**config.mk**
```make
export PLATFORM = sky130hd
export DESIGN_NAME = pcm_fifo_channel
export DESIGN_NICKNAME = d
export VERILOG_FILES = /design/src/rtl/pcm_chan_pkg.sv /design/src/rtl/pcm_byte_fifo.sv /design/src/rtl/pcm_period_timer.sv /design/src/rtl/pcm_vol_scaler.sv /design/src/rtl/pcm_fifo_channel.sv
export SDC_FILE = /design/constraint.sdc
export NUM_CORES = 2
export LEC_CHECK = 0
export BUFFER_PORTS_ARGS = -buffer_cell sky130_fd_sc_hd__buf_4
export CELL_PAD_IN_SITES_DETAIL_PLACEMENT = 0
export CELL_PAD_IN_SITES_GLOBAL_PLACEMENT = 2
export CORE_MARGIN = 3
export CORE_UTILIZATION = 50
export DETAILED_ROUTE_END_ITERATION = 12
export PLACE_DENSITY_LB_ADDON = 0.1
export SLEW_MARGIN = 20
export SYNTH_ARGS = -nofsm -noshare
export SYNTH_HDL_FRONTEND = slang
export SYNTH_SLANG_ARGS = --single-unit
```
**constraint.sdc**
```tcl
create_clock -name clk -period 39.4 [get_ports clk]
set_clock_uncertainty 0.15 [all_clocks]
set_input_delay 11.82 -clock clk [delete_from_list [all_inputs] [get_ports clk]]
set_output_delay 11.82 -clock clk [all_outputs]
set_load 0.02 [all_outputs]
```
**src/rtl/pcm_chan_pkg.sv**
```systemverilog
package pcm_chan_pkg;
   localparam int unsigned BYTE_W = 8;
   typedef logic [BYTE_W-1:0] byte_t;
   localparam byte_t MID_LEVEL = byte_t'(1 << (BYTE_W - 1));
   localparam int unsigned ST_FULL_BIT  = 7;
   localparam int unsigned ST_EMPTY_BIT = 6;
endpackage

```
**src/rtl/pcm_byte_fifo.sv**
```systemverilog
module pcm_byte_fifo #(
   parameter int unsigned W  = 8,
   parameter int unsigned AW = 8
) (
   input  logic         clk,
   input  logic         rst_n,
   input  logic         clr_i,
   input  logic         push_i,
   input  logic [W-1:0] din_i,
   input  logic         pop_i,
   output logic [W-1:0] head_o,
   output logic         full_o,
   output logic         empty_o
);
   localparam int unsigned DEPTH = 1 << AW;

   generate
      if (AW < 1 || AW > 10) begin : g_bad_aw
         $error("pcm_byte_fifo: AW out of range");
      end
   endgenerate

   logic [W-1:0]  mem [DEPTH];
   logic [AW-1:0] wr_ptr, rd_ptr;
   logic [AW:0]   level;
   logic          do_push, do_pop;

   assign full_o  = (level == (AW+1)'(DEPTH));
   assign empty_o = (level == '0);
   assign do_push = push_i && !full_o && !clr_i;
   assign do_pop  = pop_i && !empty_o && !clr_i;
   assign head_o  = mem[rd_ptr];

   always_ff @(posedge clk) begin
      if (do_push) mem[wr_ptr] <= din_i;
   end

   always_ff @(posedge clk) begin
      if (!rst_n || clr_i) begin
         wr_ptr <= '0;
         rd_ptr <= '0;
         level  <= '0;
      end else begin
         if (do_push) wr_ptr <= wr_ptr + 1'b1;
         if (do_pop)  rd_ptr <= rd_ptr + 1'b1;
         case ({do_push, do_pop})
            2'b10:   level <= level + 1'b1;
            2'b01:   level <= level - 1'b1;
            default: level <= level;
         endcase
      end
   end
endmodule

```
**src/rtl/pcm_period_timer.sv**
```systemverilog
module pcm_period_timer #(
   parameter int unsigned PW = 12
) (
   input  logic          clk,
   input  logic          rst_n,
   input  logic          load_i,
   input  logic [PW-1:0] load_val_i,
   input  logic          tick_i,
   output logic          at_zero_o
);
   logic [PW-1:0] cnt;

   assign at_zero_o = (cnt == '0);

   always_ff @(posedge clk) begin
      if (!rst_n)                  cnt <= '0;
      else if (load_i)             cnt <= load_val_i;
      else if (tick_i && !at_zero_o) cnt <= cnt - 1'b1;
   end
endmodule

```
**src/rtl/pcm_vol_scaler.sv**
```systemverilog
module pcm_vol_scaler #(
   parameter int unsigned W  = 8,
   parameter int unsigned VW = 4
) (
   input  logic [W-1:0]  sample_i,
   input  logic [VW-1:0] vol_i,
   output logic [W-1:0]  scaled_o
);
   localparam int unsigned VOL_MAX = (1 << VW) - 1;
   localparam int unsigned MW      = W + VW + 2;
   localparam logic [W-1:0] MID    = W'(1 << (W - 1));

   generate
      if (VOL_MAX == 1) begin : g_gate
         assign scaled_o = vol_i[0] ? sample_i : MID;
      end else begin : g_div
         logic signed [MW-1:0] offset, prod, quo, biased;
         always_comb begin
            offset = $signed(MW'(sample_i)) - $signed(MW'(MID));
            prod   = offset * $signed(MW'(vol_i));
            quo    = prod / $signed(MW'(VOL_MAX));
            biased = quo + $signed(MW'(MID));
         end
         assign scaled_o = biased[W-1:0];
      end
   endgenerate
endmodule

```
**src/rtl/pcm_fifo_channel.sv**
```systemverilog
module pcm_fifo_channel #(
   parameter int unsigned FIFO_AW = 8,
   parameter int unsigned PER_W   = 12,
   parameter int unsigned VOL_W   = 4
) (
   input  logic       clk,
   input  logic       rst_n,
   input  logic       tick_i,
   input  logic       flush_we_i,
   input  logic       push_we_i,
   input  logic       per_lo_we_i,
   input  logic       per_hi_we_i,
   input  logic [7:0] wdata_i,
   output logic [7:0] status_o,
   output logic [7:0] sample_o,
   output logic       active_o
);
   import pcm_chan_pkg::*;

   localparam int unsigned HI_W = PER_W - BYTE_W;

   generate
      if (PER_W <= BYTE_W || HI_W + VOL_W > BYTE_W || VOL_W < 1) begin : g_bad_cfg
         $error("pcm_fifo_channel: period/volume widths do not fit the data bus");
      end
   endgenerate

   byte_t             per_lo_q;
   logic [HI_W-1:0]   per_hi_q;
   logic [VOL_W-1:0]  vol_q;
   byte_t             cur_q;
   logic              active_q;

   byte_t             fifo_head, scaled;
   logic              fifo_full, fifo_empty, tmr_zero;
   logic              start_play, sample_end, pop_now;

   assign start_play = !active_q && !fifo_empty && !flush_we_i;
   assign sample_end = active_q && tick_i && tmr_zero && !flush_we_i;
   assign pop_now    = start_play || (sample_end && !fifo_empty);

   pcm_byte_fifo #(.W(BYTE_W), .AW(FIFO_AW)) u_fifo (
      .clk     (clk),
      .rst_n   (rst_n),
      .clr_i   (flush_we_i),
      .push_i  (push_we_i),
      .din_i   (wdata_i),
      .pop_i   (pop_now),
      .head_o  (fifo_head),
      .full_o  (fifo_full),
      .empty_o (fifo_empty)
   );

   pcm_period_timer #(.PW(PER_W)) u_timer (
      .clk        (clk),
      .rst_n      (rst_n),
      .load_i     (pop_now),
      .load_val_i ({per_hi_q, per_lo_q}),
      .tick_i     (tick_i && active_q),
      .at_zero_o  (tmr_zero)
   );

   pcm_vol_scaler #(.W(BYTE_W), .VW(VOL_W)) u_scale (
      .sample_i (cur_q),
      .vol_i    (vol_q),
      .scaled_o (scaled)
   );

   always_ff @(posedge clk) begin
      if (!rst_n) begin
         per_lo_q <= '0;
         per_hi_q <= '0;
         vol_q    <= '0;
      end else begin
         if (per_lo_we_i) per_lo_q <= wdata_i;
         if (per_hi_we_i) begin
            per_hi_q <= wdata_i[HI_W-1:0];
            vol_q    <= wdata_i[BYTE_W-1 -: VOL_W];
         end
      end
   end

   always_ff @(posedge clk) begin
      if (!rst_n) begin
         active_q <= 1'b0;
         cur_q    <= MID_LEVEL;
      end else begin
         if (pop_now) cur_q <= fifo_head;
         if (flush_we_i)                    active_q <= 1'b0;
         else if (start_play)               active_q <= 1'b1;
         else if (sample_end && fifo_empty) active_q <= 1'b0;
      end
   end

   always_comb begin
      status_o               = '0;
      status_o[ST_FULL_BIT]  = fifo_full;
      status_o[ST_EMPTY_BIT] = fifo_empty;
   end

   assign sample_o = active_q ? scaled : MID_LEVEL;
   assign active_o = active_q;
endmodule

```
==> results.tsv <==
stage	metric	value	unit
critical_path	Critical Path Start	vol_q[2]$_SDFFE_PN0P_	
yosys	top_reg_cell synth	edfxtp_1	
timing	Total Neg Setup Slack	0	ns
timing	worst-margin pin slew	1.107	ns
floorplanning	die area	175700	um^2
pwr	power per cell area	47.98	nW/um^2
timing	Hold Fails Final Rpt	0	
pwr	Leakage Power	28.69	nW
cells_and_area	share of cells above drive strength 1	0.2577	
critical_path	Worst path top cell family by delay	compound AO/OA/AOI/OAI gates	
place	gpl congestion	0.7699	
cts	Worst-Skew Late Latency	0.83	ns
min_path	HP Class	flip-flop to flip-flop	
floorplanning	total I/O pin count	32	
run	max-cap violations	0	
routing	DRC viols	0	
critical_path	crit-path most repeated cell	ha_1	
cts	post-CTS sizing	0	
yosys	flops & latches, synth	2110	
grt	vias in the first global route	41080	
routing	drt first pass iters	6	
cts	Longest Clk Path Bufs	3	
critical_path	Worst Path Max Fanout	19	
floorplanning	Core Area	168300	um^2
cts	CTS tree	done	
yosys	distinct cell type count of the synthesized netlist	93	
critical_path	Crit Path Class	flip-flop to primary output	
timing	final setup fails	0	
min_path	Min-Delay Startpoint	per_lo_q[1]$_SDFFE_PN0P_	
timing	RSZ-0062 raised after global routing	false	
routing	WL per Instance	31.49	um
cts	CTS Buf Count	211	
cts	Post-CTS Setup Bufs	0	
routing	Via density	6.190	
timing	max-slew violation count	0	
critical_path	CP required	27.43	ns
routing	Post-DRT Antenna Nets	0	
critical_path	Reg2Reg Launch Point	u_fifo.rd_ptr[0]$_SDFFE_PP0P_	
yosys	synthesized area	85330	um^2
outcome	status	complete, no violations	
cells_and_area	Final Util	0.5623	
floorplanning	Rows	150	
critical_path	Worst setup EP type	primary output	
floorplanning	die height	419.1	um
cts	clk root buf	clkbuf_16	
timing	Final period util	0.5763	
pwr	Worst VDD drop	51.68	uV
grt	gr usage total	0.2381	
routing	drt total wl	205400	um
critical_path	Buf+Inv Stages, Crit Path	3	
critical_path	CP peak stage delay	0.82	ns
routing	vias	40370	
cts	Post-CTS Hold Buffers	0	
place	IO buf count	25	
critical_path	WP data arrival	10.74	ns
routing	Initial DRC Count	4218	
floorplanning	chip width	419.1	um
timing	relative slew slack	0.2600	
cts	htree depth	4	
timing	Peak Freq	0.04404	GHz
place	post-DP HPWL	120500	um
yosys	Post-synth ARST share	0	
critical_path	Crit-path slowest cell	xnor2_1	
grt	antenna violations before repair	7	
yosys	Seq/Total Area, Yosys	0.7352	
grt	largest net degree at the start of global routing	141	
grt	grt total ovfl	0	
timing	final critical path time including I/O delays and setup	22.71	ns
cts	Clock Pin Slew Worst Setup and Hold Paths	0.06	ns
yosys	synth warn	0	
critical_path	Critical Path Start Type	flip-flop	
floorplanning	Starting Density	0.5069	
yosys	Post-synth EDFFs	2048	
yosys	Mean Syn Cell Area	21.01	um^2
cts	Sink Count	2110	
yosys	Mapped Cells	4062	
cells_and_area	nets	4217	
cells_and_area	Layout area overhead	10.93	%
grt	first-pass GRT wire length	298600	um
cells in the mapped netlist (4+ instances only):
cell       instances  area (um^2)
nand2_1          103        386.6
nor3_1            16        80.08
o21a_1            10        75.07
o21ai_0           19        95.09
clkbuf_1         153        574.3
a21boi_0          12        90.09
a211oi_1          11        82.58
ha_1              42        525.5
or2_2              5        31.28
nand3_1           28        140.1
a31oi_1           10        62.56
o21ai_1            4        20.02
o2111ai_1          8        70.07
and3_1             6        37.54
fa_1              19        380.4
nand2b_1          10        62.56
a21o_1            12        90.09
nand4_1           14        87.58
o211a_1           19        190.2
mux4_2           675        15200
buf_1             62        232.7
mux2i_1           27        270.3
a211o_1            7        61.31
xnor2_1           33        289.0
or3_1             15        93.84
and2_1            30        187.7
a21oi_1           40        200.2
nor4_1             9        56.30
nor2_1           331         1242
dfxtp_1           62         1241
o21bai_1           4        30.03
edfxtp_1        2048        61500
xor2_1            27        236.5
o211ai_1          15        112.6
nor2b_1           34        212.7
inv_1             55        206.5
buf_4              8        60.06
power breakdown:
part | switching, mW | internal, mW | total, mW
clock network | 0.837 | 1.09 | 1.93
logic | 0.0987 | 0.0469 | 0.146
registers | 0.00322 | 2.46 | 2.47
through the flow:
stage / power, mW / hold slack (ns) / instances / worst slack (ns) / instance area (um^2)
global route: 4.684 / 0.3634 / 6519 / 15.99 / 94650
floorplan: 2.591 / 0.2903 / 4067 / 18.58 / 85350
CTS: 4.584 / 0.3176 / 6519 / 16.60 / 94640
global placement: 2.659 / 0.3098 / 6132 / 17.56 / 88050
detailed placement: 2.661 / 0.3082 / 6132 / 17.55 / 88050
finish: 4.542 / 0.3156 / 6522 / 16.69 / 94660
metal layers:
metal	vias to the layer above	global-route usage	wire length, um
met5	-	0	13
li1	17040	-	-
met3	232	0.03820	12330
met1	21830	0.3535	88950
met4	2	0.05035	3715
met2	1267	0.3787	100300
registers in the layout, summed over array words and instances (netlist names):
| signal | flops |
|---|---|
| active_o | 1 |
| cur_q | 8 |
| per_hi_q | 4 |
| per_lo_q | 8 |
| u_fifo.level | 9 |
| u_fifo.mem | 2048 |
| u_fifo.rd_ptr | 8 |
| u_fifo.wr_ptr | 8 |
| u_timer.cnt | 12 |
| vol_q | 4 |
final timing paths:
kind                                                     to  slack (ns)  cells after the start
worst min-delay path            u_timer.cnt[1]$_SDFFE_PN0P_        0.32                      2
worst max register to register        cur_q[0]$_SDFFE_PN0P_       33.35                      9
worst max-delay path                            sample_o[1]       16.69                     34
worst min register to register  u_timer.cnt[1]$_SDFFE_PN0P_        0.32                      2
logic make-up (layout without fill, tap and decap cells):
group                    after synthesis  count (layout)  share of synthesized area
buffers and inverters                282             530                    0.01289
flip-flops                          2110            2110                     0.7352
multiplexers                         706             706                     0.1819
XOR/XNOR                              62              62                   0.006540
AND/OR/NAND/NOR                      619             619                    0.03245
other                                  1               9                 0.00004394
AO/OA/AOI/OAI                        221             221                    0.02031
adder cells (fa/ha/maj)               61              61                    0.01062
worst min-delay path: cells and delay by family (launching register included):
kind	cells	cell delay, ns
AO/OA/AOI/OAI	1	0.06
flip-flops	1	0.31
AND/OR/NAND/NOR	1	0.05
area by class of cell:
class	count	area [um^2]
inverters	55	206.4
clock buffers	267	5554
repair buffers	88	778.2
clock inverters	120	1041
fillers	12520	73690
well taps	2204	2758
multi-input cells	1675	21550
flip-flops and latches	2110	62760
diodes	3	7.507
cells in the final DEF (no fill, tap or decap), types with 14 or more instances in the layout:
cell          n
buf_4        74
clkbuf_1     53
bufinv_16    15
or3_1        15
nor2_1      331
nor3_1       16
dfxtp_1      56
nand4_1      14
clkinv_2     45
xor2_1       27
edfxtp_1   2048
clkinv_1     41
o211a_1      19
fa_1         19
o21ai_0      19
nand2_2      16
xnor2_1      33
a21oi_1      40
and2_1       30
nor2b_1      34
nand3_1      28
clkbuf_16   214
mux4_2      675
ha_1         42
mux2i_1      27
nand2_1      87
inv_1        55
o211ai_1     15
Power figures use the tool's default switching activity.
